**src/rtl/hb_addr_decode.sv**
```systemverilog
module hb_addr_decode #(
  parameter int ADDR_W = 36,
  parameter int SEG_KB = 16,
  parameter int TOM_W  = 12,
  parameter int CFG_W  = 16
) (
  input  logic              clk,
  input  logic              rst_n,
  input  logic              req_valid,
  input  logic [ADDR_W-1:0] req_addr,
  input  logic              req_write,
  input  logic              req_io,
  input  logic              cfg_we,
  input  logic [3:0]        cfg_idx,
  input  logic [CFG_W-1:0]  cfg_wdata,
  output logic              rsp_valid,
  output logic [3:0]        rsp_target,
  output logic              rsp_term,
  output logic              rsp_zero_rd
);
  localparam int LO_SEGS = 192 / SEG_KB;
  localparam int NSEG    = LO_SEGS + 1;
  localparam int SEG_SH  = $clog2(SEG_KB * 1024);
  localparam int SIDX_W  = $clog2(NSEG);
  localparam logic [3:0] IDX_TOM = 4'(NSEG);
  localparam logic [3:0] IDX_VGA = 4'(NSEG + 1);
  localparam logic [3:0] T_DRAM = 4'b0001;
  localparam logic [3:0] T_PCI  = 4'b0010;
  localparam logic [3:0] T_AGP  = 4'b0100;
  localparam logic [3:0] T_TERM = 4'b1000;

  logic [1:0]       attr_q [NSEG];
  logic [TOM_W-1:0] tom_q;
  logic             vga_agp_q;

  always_ff @(posedge clk) begin
    if (!rst_n) begin
      for (int i = 0; i < NSEG; i++) attr_q[i] <= 2'b00;
      tom_q     <= TOM_W'(1);
      vga_agp_q <= 1'b0;
    end else if (cfg_we) begin
      for (int i = 0; i < NSEG; i++)
        if (cfg_idx == 4'(i)) attr_q[i] <= cfg_wdata[1:0];
      if (cfg_idx == IDX_TOM) tom_q     <= cfg_wdata[TOM_W-1:0];
      if (cfg_idx == IDX_VGA) vga_agp_q <= cfg_wdata[0];
    end
  end

  wire        above4g = |req_addr[ADDR_W-1:32];
  wire [31:0] a32     = req_addr[31:0];
  wire [31:0] seg_off = a32 - 32'h000C_0000;
  wire [31:0] tom_top = 32'({tom_q, 20'h0_0000});
  wire        io_ok   = req_addr < ADDR_W'(32'h0001_0003);

  logic [SIDX_W-1:0] seg_idx;
  logic [1:0]        seg_attr;
  logic              seg_ok;
  logic [3:0]        dec_tgt;

  always_comb begin
    seg_idx  = (a32 >= 32'h000F_0000) ? SIDX_W'(NSEG - 1) : seg_off[SEG_SH +: SIDX_W];
    seg_attr = attr_q[seg_idx];
    seg_ok   = req_write ? seg_attr[1] : seg_attr[0];
    if (req_io)                    dec_tgt = io_ok ? T_PCI : T_TERM;
    else if (above4g)              dec_tgt = T_TERM;
    else if (a32 < 32'h000A_0000)  dec_tgt = T_DRAM;
    else if (a32 < 32'h000C_0000)  dec_tgt = vga_agp_q ? T_AGP : T_PCI;
    else if (a32 < 32'h0010_0000)  dec_tgt = seg_ok ? T_DRAM : T_PCI;
    else if (a32 < tom_top)        dec_tgt = T_DRAM;
    else                           dec_tgt = T_PCI;
  end

  always_ff @(posedge clk) begin
    if (!rst_n) begin
      rsp_valid   <= 1'b0;
      rsp_target  <= 4'b0;
      rsp_zero_rd <= 1'b0;
    end else begin
      rsp_valid   <= req_valid;
      rsp_target  <= req_valid ? dec_tgt : 4'b0;
      rsp_zero_rd <= req_valid && dec_tgt == T_TERM && !req_write;
    end
  end

  assign rsp_term = rsp_target[3];
endmodule


```
**config.mk**
```make
export PLATFORM = sky130hd
export DESIGN_NAME = hb_addr_decode
export DESIGN_NICKNAME = d
export VERILOG_FILES = /design/src/rtl/hb_addr_decode.sv
export SDC_FILE = /design/constraint.sdc
export NUM_CORES = 1
export LEC_CHECK = 0
export BUFFER_PORTS_ARGS = -buffer_cell sky130_fd_sc_hd__buf_2
export CELL_PAD_IN_SITES_DETAIL_PLACEMENT = 2
export CELL_PAD_IN_SITES_GLOBAL_PLACEMENT = 2
export CORE_ASPECT_RATIO = 0.6
export CORE_MARGIN = 4
export CORE_UTILIZATION = 33
export CTS_CLUSTER_SIZE = 16
export DETAILED_ROUTE_END_ITERATION = 16
export PLACE_DENSITY = 0.82
export SYNTH_ARGS = -nofsm -noshare
export SYNTH_HDL_FRONTEND = slang
export SYNTH_SLANG_ARGS = --single-unit
```
**constraint.sdc**
```tcl
create_clock -name clk -period 3.25 [get_ports clk]
set_clock_uncertainty 0.1 [all_clocks]
set_input_delay 0.325 -clock clk [delete_from_list [all_inputs] [get_ports clk]]
set_output_delay 0.325 -clock clk [all_outputs]
set_load 0.02 [all_outputs]
```
# Yosys cells after proc, flatten, opt, wreduce, memory -nomap -nowiden
# Memory sizes are Yosys's and may differ from the RTL's.
# Cells that the tools add are included.
# word_totals
regBits	19
mem_bits_rw	26
input_bits	62
n_memories	1
# mem_list
memory	depth	width	rd	rd_ports_with_merged_regs	write_ports	line	source
attr_q	13	2	1	0	13	32	logic [1:0] attr_q [NSEG];
# op_classes
addsub	1
order_cmp	6
eq_ne	15
n_mux	77
bitwise_logic	13
reduce_logical	8
# ops
cell	count
$lt A32 B20 Y1 const B	2
$mux W1	54
$lt A36 B17 Y1 const B	1
$eq A4 B4 Y1 const B	8
$ge A32 B20 Y1 const B	1
$lt A32 B21 Y1 const B	1
$lt A32 B32 Y1	1
$mux W2	16
$sub A18 B1 Y18 const B	1
$eq A4 B3 Y1 const B	4
$mux W4	4
$or A1 B1 Y1	13
$mux W3	3
$eq A4 B2 Y1 const B	2
$reduce_and A2 Y1	3
$eq A4 B1 Y1 const B	1
$logic_not A4 Y1	1
$reduce_or A4 Y1	1
$logic_and A1 B1 Y1	2
$logic_not A1 Y1	1

# Logic depth before layout (Yosys ltp)
# Gate-level depths: netlist (run 1).
# An unclocked memory read counts as a cell.
# depth
word_depth	13
ltp_mapped	8
depth_no_buf	8

# Least setup slack after synthesis (run 1)
# Ideal clock, no wire load.
# synth_path
path_type	register -> register
start	register tom_q[6]
end	register rsp_target[1]
arrival_time_ps	1973
slack_ps	1057
stages_incl_launch_ff	9
path_cell_list	dfxtp_1 -> inv_1 -> ha_1 -> and4_1 -> a2111oi_0 -> o21ai_0 -> a221oi_1 -> and2b_1 -> a211o_1
# synth_via
elab_chain_len	7
# synth_rtl
element	line	source
start: declaration	33	logic [TOM_W-1:0] tom_q;
start signal: assignment	44	if (cfg_idx == IDX_TOM) tom_q <= cfg_wdata[TOM_W-1:0];
$lt A32 B32 Y1	69	else if (a32 < tom_top) dec_tgt = T_DRAM;
$mux W2	69	
$mux W2	68	else if (a32 < 32'h0010_0000) dec_tgt = seg_ok ? T_DRAM : T_PCI;
$mux W3	67	else if (a32 < 32'h000C_0000) dec_tgt = vga_agp_q ? T_AGP : T_PCI;
$mux W3	66	else if (a32 < 32'h000A_0000) dec_tgt = T_DRAM;
$mux W4	65	else if (above4g) dec_tgt = T_TERM;
$mux W4	64	if (req_io) dec_tgt = io_ok ? T_PCI : T_TERM;
end signal: assignment	80	rsp_target <= req_valid ? dec_tgt : 4'b0;
end: declaration	17	output logic [3:0] rsp_target,
# No other way between the ends.
# A chain may end at the register's enable or synchronous reset.

# Final worst setup path (run 1)
# layout_path
start	register tom_q[1]
end	register rsp_target[1]
# Same word-level chain as after synthesis.

==> reports/metrics.yaml, run 1 <==
run_status: "finished clean"
most_common_library_cell_in_the_layout_ignoring_fill_and_taps: "sky130_fd_sc_hd__buf_2"
cts_setup_buffers: 0
tritoncts: "yes"
hpwl_um: 7059
sw_frac_of_total_pct: 25.02
design.core.area_um2: 7357
initial_utilization_pct: 34.47
critical-path-max-stage-delay_ns: 0.66
setup_viol_count_final: 0
pin_count_of_the_biggest_net_entering_global_routing: 30
dpl_worst_slack_ns: 0.6771
fin_crit_period_ns: 2.595
chip_width_um: 121.2
synth_cells: 277
drt.antenna.violating_nets: 0
worst_skew_pair.late_latency_ns: 0.29
sinks_on_clock_net: 45
critPathTopFamily: "compound AO/OA/AOI/OAI gates"
p_per_area_nw_per_um2: 443.7
cts-resized-gates: 0
globalRoute.totalOverflow: 0
seq_power_share_pct: 46.6
port_buffers: 64
clockBufferDepth: 2
multi_input_area_um2: 1249
die-area_um2: 9198
drc_violations_left: 0
crit_required_ns: 3.32
setup.worst_path.end_class: "flip-flop"
ys_types: 56
leakagePower_nw: 1.222
netSwitchingPower_mw: 0.3440
slew-limit-headroom_pct: 50.52
synth.net_count: 350
path_buf_inv: 1
crit_path_max_fanout: 2
number_of_enable_flip_flop_cells_after_synthesis: 26
syn-mean-instance-area_um2: 9.156
dpl-instance-area_um2: 2932
comb_power_share_pct: 12.1
number_of_global_route_vias_before_repair: 2453
synthArstFlopShare_pct: 0
worst_setup_hold_path_clk_slew_ns: 0.07
routability_congestion_estimate: 0.8618
htree_levels: 2
max_slew.worst_pin.slew_ns: 0.7235
drt_pass1_iterations: 4
critical_path.startpoint_type: "flip-flop"
seq_area_um2: 1161
cell_chosen_for_the_clock_root: "sky130_fd_sc_hd__clkbuf_16"
diodes: 0
path_class_of_the_lowest_slack_min_delay_path: "in2reg"
finalCritPeriodShare_pct: 79.83
syn-cell-area_um2: 2536
ys_top_cells_by_area: "sky130_fd_sc_hd__edfxtp_1 (31%), sky130_fd_sc_hd__dfxtp_1 (15%), sky130_fd_sc_hd__nand2_1 (8.3%), sky130_fd_sc_hd__ha_1 (5.4%), sky130_fd_sc_hd__nor2_1 (4.1%)"
final_design_area_no_fill_um2: 3099
row_count: 24
area_growth_from_synthesis_to_layout_pct: 22.20
final_cell_mix: "sky130_fd_sc_hd__buf_2 (64), sky130_fd_sc_hd__nand2_1 (56), sky130_fd_sc_hd__nor2_1 (28)"
layout_cell_share_with_drive_strength_beyond_1_pct: 25.37
boundaryPins: 69
die_h_um: 75.91
first_pass_grt_wire_length_um: 14010
fin_nets: 407
synth_area_leader_cell: "sky130_fd_sc_hd__edfxtp_1"
grt.total_usage_pct: 19.65
synth.yosys.seq_area_share_pct: 45.78
cts-buffers-inserted: 5
pwr-share-clk_pct: 41.3
number_of_register_bits_inferred_by_synthesis: 45
slew_violations: 0
final_critical_path_setup_slack_ns: 0.6555
dr_vias: 2318
worst_path_cell_trace: "inv_1 -> ha_1 -> a2111oi_0 -> o21ai_0 -> a221oi_1 -> and2b_1 -> a211o_1"
drt_iter0_drc: 177
hold_ws_ns: 0.1829
internal_power_mw: 1.031
post-synth-top-area-fraction_pct: 30.78
num-fill-cells: 840
grt_setup_unrepaired: "no"
vias_per_cell: 5.280
synth_top_flop_cell: "sky130_fd_sc_hd__edfxtp_1"
setup_tns_ns: 0
hold_violations: 0
peakVddDrop_mv: 0.1949
grt_antenna_before_repair: 0
critPathSlowestCell: "sky130_fd_sc_hd__a2111oi_0"
achievable-frequency_ghz: 0.3854
routed_wl_um: 8951
avgRoutedWirePerCell_um: 20.39
cp.arrival_ns: 2.67
ys.warnings.count: 0
cts-hold-fix-buffers: 0
maxCapViolations: 0
criticalPathCategory: "reg2reg"
final_core_density_pct: 42.13
-- layout make-up --
type	instances	share of cell area, %
multi-input cells	200	40.29
flip-flops and latches	45	37.46
repair buffers	65	10.58
clock buffers	6	4.845
well taps	104	4.199
inverters	17	2.059
clock inverters	2	0.5652
-- flip-flops by register name (all words and copies together) (netlist names) --
name / flops
tom_q: 12
vga_agp_q: 1
rsp_zero_rd: 1
attr_q: 26
rsp_target: 4
rsp_valid: 1
-- final timing paths --
| path | slack (ns) | from | depth (start not counted) | to |
|---|---|---|---|---|
| worst max-delay path | 0.66 | tom_q[1]$_SDFFE_PN0P_ | 7 | rsp_target[1]$_SDFF_PN0_ |
| worst min register to register | 0.37 | tom_q[3]$_SDFFE_PN0P_ | 2 | tom_q[3]$_SDFFE_PN0P_ |
| worst min-delay path | 0.18 | cfg_wdata[7] | 3 | tom_q[7]$_SDFFE_PN0P_ |
| worst max register to register | 0.66 | tom_q[1]$_SDFFE_PN0P_ | 7 | rsp_target[1]$_SDFF_PN0_ |
-- synth_stat cells (2+ instances only) --
cell                        instances
sky130_fd_sc_hd__nor3_1             4
sky130_fd_sc_hd__nor2b_1            3
sky130_fd_sc_hd__a21boi_0          13
sky130_fd_sc_hd__edfxtp_1          26
sky130_fd_sc_hd__or4_4              3
sky130_fd_sc_hd__clkbuf_1          12
sky130_fd_sc_hd__nand3_1            9
sky130_fd_sc_hd__inv_1             17
sky130_fd_sc_hd__or4_1              2
sky130_fd_sc_hd__or3_1              2
sky130_fd_sc_hd__and4_1             3
sky130_fd_sc_hd__nand2_1           56
sky130_fd_sc_hd__nor2_1            28
sky130_fd_sc_hd__nand2b_1           2
sky130_fd_sc_hd__dfxtp_1           19
sky130_fd_sc_hd__mux2i_1            4
sky130_fd_sc_hd__o21ai_0           12
sky130_fd_sc_hd__a21oi_1            6
sky130_fd_sc_hd__nor3b_1            2
sky130_fd_sc_hd__ha_1              11
sky130_fd_sc_hd__nand4_1            2
sky130_fd_sc_hd__a2111oi_0          2
sky130_fd_sc_hd__nor4_1             5
sky130_fd_sc_hd__buf_2              2
-- metrics by stage --
stage | std cells | total power, mW
after CTS | 439 | 1.383
after detailed placement | 431 | 0.8152
after global routing | 439 | 1.429
after global placement | 431 | 0.8040
final | 439 | 1.375
after floorplan | 277 | 0.7332
-- power groups by stage --
| stage | Clock [mW] | Sequential [mW] | Combinational, mW |
|---|---|---|---|
| floorplan | 0 | 0.648 | 0.0849 |
| global placement | 0 | 0.651 | 0.153 |
| detailed placement | 0 | 0.653 | 0.162 |
| CTS | 0.575 | 0.641 | 0.166 |
| global route | 0.601 | 0.643 | 0.185 |
| finish | 0.568 | 0.641 | 0.166 |
-- routing by layer --
layer  vias to the layer above  part of all wire [%]  track usage [%]
met5                         -                     0                0
met4                         0                  0.90            3.020
met3                         8                   5.0            4.539
met2                        64                    44            30.69
met1                      1137                    50            28.31
li1                       1109                     -                -
-- logic make-up (layout without fill, tap and decap cells) --
| kind of cell | count (synthesis) | after routing | share of synthesized area, % |
|---|---|---|---|
| adders and majority gates | 11 | 11 | 5.427 |
| DFF | 45 | 45 | 45.78 |
| buffers and inverters | 32 | 90 | 4.983 |
| muxes | 6 | 6 | 2.911 |
| AOI/OAI and AO/OA | 51 | 51 | 14.46 |
| and+or+nand+nor | 132 | 132 | 26.44 |
-- worst reg2reg max path: cells and delay by family, from the launching register on --
| kind | cells | cell delay (ns) |
|---|---|---|
| compound gates | 4 | 1.48 |
| fa+ha+maj | 1 | 0.28 |
| buf+inv | 1 | 0.06 |
| flops | 1 | 0.34 |
| simple gates | 1 | 0.23 |
Note: power is estimated with default switching activity, not from simulation.
==> run 2, diff against run 1 <==
Settings changed: CORE_UTILIZATION 33 to 31, PLACE_DENSITY 0.82 to 0.77.
Clock period 3.25 ns to 2.4 ns, I/O delays scaled along.
==> run 2 against run 1 <==
Effect of this change: flip-flop and latch count did not move; fmax rose by 15%; power rose by 38%; first-iteration DRC count fell by 62%; worst hold slack got worse by 0.094 ns; register-to-register slack got worse by 0.52 ns; critical path type unchanged; critical endpoint unchanged.
==> reports/metrics.yaml, run 2 (synthesized netlist as in run 1, its figures left out) <==
worst_setup_hold_path_clk_slew_ns: 0.07
routed_wl_um: 8470
cp.arrival_ns: 2.34
cell_chosen_for_the_clock_root: "sky130_fd_sc_hd__clkbuf_16"
diodes: 0
most_common_library_cell_in_the_layout_ignoring_fill_and_taps: "sky130_fd_sc_hd__buf_2"
final_critical_path_setup_slack_ns: 0.1384
drt.antenna.violating_nets: 0
largest_registers: "attr_q x26, tom_q x12, rsp_target x4"
hpwl_um: 6743
dr_vias: 2320
hold_violations: 0
leakagePower_nw: 1.291
slew_violations: 0
top_register: "attr_q"
grt_antenna_before_repair: 0
peakVddDrop_mv: 0.3014
setup.worst_path.end_class: "flip-flop"
number_of_global_route_vias_before_repair: 2417
die_h_um: 78.06
crit_required_ns: 2.48
slew-limit-headroom_pct: 64.30
critical_path.startpoint_type: "flip-flop"
hold_startpoint: "cfg_wdata[7]"
area_growth_from_synthesis_to_layout_pct: 28.07
setup_tns_ns: 0
htree_levels: 2
dpl_worst_slack_ns: -0.1097
design.core.area_um2: 7914
finalCritPeriodShare_pct: 94.23
grt.total_usage_pct: 17.92
largest_register_ff_count: 26
drt_iter0_drc: 67
drc_violations_left: 0
cts-buffers-inserted: 5
p_per_area_nw_per_um2: 584.8
die-area_um2: 9740
multi_input_area_um2: 1292
fin_nets: 419
total_power_mw: 1.900
rr_startpoint: "tom_q[7]$_SDFFE_PN0P_"
crit_path_max_fanout: 3
sinks_on_clock_net: 45
seq_area_um2: 1164
setup_viol_count_final: 0
globalRoute.totalOverflow: 0
final_core_density_pct: 41.04
port_buffers: 64
layout_cell_share_with_drive_strength_beyond_1_pct: 30.26
achievable-frequency_ghz: 0.4422
tritoncts: "yes"
first_pass_grt_wire_length_um: 13420
boundaryPins: 69
initial_utilization_pct: 32.05
run_status: "finished clean"
pin_count_of_the_biggest_net_entering_global_routing: 23
criticalPathCategory: "reg2reg"
cts-hold-fix-buffers: 0
fin_crit_period_ns: 2.262
vias_per_cell: 5.099
final_cell_mix: "sky130_fd_sc_hd__buf_2 (64), sky130_fd_sc_hd__nand2_1 (56), sky130_fd_sc_hd__nor2_1 (28)"
critPathLaunch: "tom_q[7]$_SDFFE_PN0P_"
max_slew.worst_pin.slew_ns: 0.5339
hold_ws_ns: 0.08889
clockBufferDepth: 2
worst_skew_pair.late_latency_ns: 0.30
avgRoutedWirePerCell_um: 18.62
routability_congestion_estimate: 0.8059
row_count: 25
path_class_of_the_lowest_slack_min_delay_path: "in2reg"
drt_pass1_iterations: 4
num-fill-cells: 874
chip_width_um: 124.8
maxCapViolations: 0
==> run 2: critical path: stages (launching register included) <==
cell and delay (ns):
sky130_fd_sc_hd__dfxtp_1 0.31, sky130_fd_sc_hd__inv_1 0.12, sky130_fd_sc_hd__ha_4 0.23, sky130_fd_sc_hd__and4_1 0.21
sky130_fd_sc_hd__a2111oi_2 0.28, sky130_fd_sc_hd__o21ai_1 0.15, sky130_fd_sc_hd__a221oi_2 0.28, sky130_fd_sc_hd__and2b_1 0.22
sky130_fd_sc_hd__a211o_1 0.25
==> run 2: final cells by class <==
type	instances	share of cell area, %
clock buffer	7	5.046
clock inverter	1	0.3467
inverter	17	1.965
multi-input combinational	200	39.79
sequential	45	35.82
tap	108	4.160
timing repair buffer	77	12.87
==> run 2: path summary, 6_finish.rpt <==
kind	cells past startpoint	slack (ns)	endpoint
max reg2reg	8	0.14	rsp_target[1]$_SDFF_PN0_
max	8	0.14	rsp_target[1]$_SDFF_PN0_
min	3	0.09	tom_q[7]$_SDFFE_PN0P_
min reg2reg	2	0.37	tom_q[3]$_SDFFE_PN0P_
==> run 2: stage by stage <==
stage | area (um2) | instances
final | 3248 | 455
after global routing | 3248 | 455
after CTS | 3227 | 455
after detailed placement | 3019 | 446
after global placement | 3019 | 446
after floorplan | 2536 | 277
==> run 2: what timing repair did <==
action                                  CTS  global route
gates resized for setup                   5             6
pin swaps                                 1             3
hold endpoints to repair                  0             0
endpoints found under the setup margin    1             2
buffers inserted                          1             0
==> run 2: report_power, final <==
part	internal (mW)	total, mW	switching (mW)	leakage, nW
registers	0.851	0.866	0.0148	0.405
logic	0.101	0.240	0.140	0.799
clock network	0.485	0.793	0.308	0.0872
==> run 2: per-layer routing <==
layer	part of all wire [%]	global-route usage, %	up-vias	wire (um)
li1	-	-	1128	-
met5	0	0	-	0
met1	51	26.16	1117	4288
met3	6.0	5.642	5	512
met4	1.0	4.267	0	86
met2	42	25.65	70	3583
==> run 3, diff against run 2 <==
==> constraint.sdc (replaced) <==
create_clock -name clk -period 2.3 [get_ports clk]
set_clock_uncertainty 0.1 [all_clocks]
set_input_delay 0.23 -clock clk [delete_from_list [all_inputs] [get_ports clk]]
set_output_delay 0.23 -clock clk [all_outputs]
set_load 0.01 [all_outputs]
==> run 3 against run 2 <==
Effect of this change: core utilization grew 0.92 points; critical path depth shrank 1; via count grew 4.0%; flip-flop and latch count is the same; wire length grew 15%; critical endpoint unchanged.
==> reports/metrics.yaml, run 3 (synthesized netlist as in run 1, its figures left out) <==
row_count: 25
htree_levels: 2
most_common_library_cell_in_the_layout_ignoring_fill_and_taps: "sky130_fd_sc_hd__buf_2"
max_slew.worst_pin.slew_ns: 0.5804
worst_r2r_endpoint: "rsp_target[1]$_SDFF_PN0_"
fin_nets: 427
die-area_um2: 9740
leakagePower_nw: 1.331
cts-hold-fix-buffers: 0
tritoncts: "yes"
slew-limit-headroom_pct: 60.90
placed_cells_incl_taps: 454
achievable-frequency_ghz: 0.4418
peakVddDrop_mv: 0.2263
sinks_on_clock_net: 45
design.core.area_um2: 7914
port_buffers: 64
dpl_worst_slack_ns: -0.2187
drc_violations_left: 0
min_delay_worst_endpoint: "tom_q[7]$_SDFFE_PN0P_"
critical_path.startpoint_type: "flip-flop"
final_design_area_no_fill_um2: 3321
cp.arrival_ns: 2.35
crit_path_max_fanout: 2
crit_required_ns: 2.39
globalRoute.totalOverflow: 0
boundaryPins: 69
timing.reg2reg.setup_slack_ns: 0.04
run_status: "finished clean"
diodes: 0
critPathSlowestCell: "sky130_fd_sc_hd__a2111oi_2"
largest_registers: "attr_q x26, tom_q x12, rsp_target x4"
worst_skew_pair.late_latency_ns: 0.30
finalCritPeriodShare_pct: 98.41
path_buf_inv: 1
area_growth_from_synthesis_to_layout_pct: 30.93
fin_crit_period_ns: 2.264
hold_startpoint: "cfg_wdata[7]"
grt_setup_unrepaired: "yes"
setup_viol_count_final: 0
critical-path-max-stage-delay_ns: 0.46
clockBufferDepth: 2
worst_setup_hold_path_clk_slew_ns: 0.08
top_register: "attr_q"
avgRoutedWirePerCell_um: 21.12
grt.total_usage_pct: 19.95
number_of_global_route_vias_before_repair: 2667
hold_ws_ns: 0.06209
criticalPathCategory: "reg2reg"
grt_antenna_before_repair: 0
drt.antenna.violating_nets: 0
drt_iter0_drc: 109
final_cell_mix: "sky130_fd_sc_hd__buf_2 (64), sky130_fd_sc_hd__nand2_1 (56), sky130_fd_sc_hd__nor2_1 (28)"
timing.reg2reg.worst_path_depth: 7
hold_violations: 0
num-fill-cells: 873
routed_wl_um: 9780
routability_congestion_estimate: 0.7997
slew_violations: 0
chip_width_um: 124.8
finalNonFillerCells: 463
first_pass_grt_wire_length_um: 14810
worst_path_cell_trace: "inv_1 -> ha_1 -> a2111oi_2 -> o21ai_2 -> a221oi_2 -> and2b_1 -> a211o_1"
dpl-instance-area_um2: 3079
hold_path_depth: 3
setup.worst_path.end_class: "flip-flop"
hpwl_um: 7022
largest_register_ff_count: 26
pin_count_of_the_biggest_net_entering_global_routing: 21
cell_chosen_for_the_clock_root: "sky130_fd_sc_hd__clkbuf_16"
rr_startpoint: "tom_q[1]$_SDFFE_PN0P_"
critPathTopFamily: "compound AO/OA/AOI/OAI gates"
die_h_um: 78.06
vias_per_cell: 5.212
dr_vias: 2413
cts-buffers-inserted: 5
layout_cell_share_with_drive_strength_beyond_1_pct: 32.39
drt_pass1_iterations: 4
p_per_area_nw_per_um2: 606.8
final_critical_path_setup_slack_ns: 0.03648
total_power_mw: 2.015
initial_utilization_pct: 32.05
path_class_of_the_lowest_slack_min_delay_path: "in2reg"
maxCapViolations: 0
## run 3: power breakdown
part / switching [mW] / internal (mW) / total [mW]
Sequential: 0.0192 / 0.888 / 0.908
Combinational: 0.155 / 0.111 / 0.266
Clock: 0.362 / 0.480 / 0.841
Total: 0.536 / 1.48 / 2.01
## run 3: worst min-delay path: cells and delay by family
kind,cells,cell delay (ns)
buffers and inverters,1,0.09
AO/OA/AOI/OAI,1,0.06
AND/OR/NAND/NOR,1,0.04
## run 3: through the flow
stage                     utilization (%)  TNS [ns]
after floorplan                         -         0
after global placement              38.91   -0.2114
after detailed placement            38.91   -0.4170
after CTS                           41.49         0
after global routing                41.96  -0.07408
final                               41.96         0
## run 3: cell type report
class / instances / area, um2 / area share, %
inverters: 17 / 63.81 / 1.922
well taps: 108 / 135.1 / 4.069
repair buffers: 85 / 478.0 / 14.39
flip-flops and latches: 45 / 1165 / 35.08
clock inverters: 2 / 20.02 / 0.6029
multi-input cells: 200 / 1309 / 39.41
clock buffers: 6 / 150.1 / 4.521
## run 3: routing by layer
metal / GRT usage [%] / vias up / part of all wire, %
li1: - / 1145 / -
met1: 26.60 / 1191 / 48
met2: 32.76 / 67 / 46
met3: 4.691 / 10 / 5.0
met4: 5.361 / 0 / 1.2
met5: 0 / - / 0
## run 3: worst max-delay path by stage
stage               cells after the start                  endpoint  slack (ns)                  start
floorplan                               8  rsp_target[1]$_SDFF_PN0_        0.11  tom_q[6]$_SDFFE_PN0P_
global placement                        8  rsp_target[1]$_SDFF_PN0_       -0.12           req_addr[26]
detailed placement                      8  rsp_target[1]$_SDFF_PN0_       -0.22  tom_q[6]$_SDFFE_PN0P_
CTS                                     8  rsp_target[1]$_SDFF_PN0_       0.002  tom_q[6]$_SDFFE_PN0P_
global route                            7  rsp_target[1]$_SDFF_PN0_       -0.07  tom_q[1]$_SDFFE_PN0P_
finish                                  7  rsp_target[1]$_SDFF_PN0_        0.04  tom_q[1]$_SDFFE_PN0P_
## run 3: repair_timing
item                                    CTS  global route
cloned                                    0             0
gates resized for setup                   9             5
pin swaps                                 2             4
endpoints found under the setup margin    2             1
setup buffers                             0             1
hold endpoints to repair                  0             0
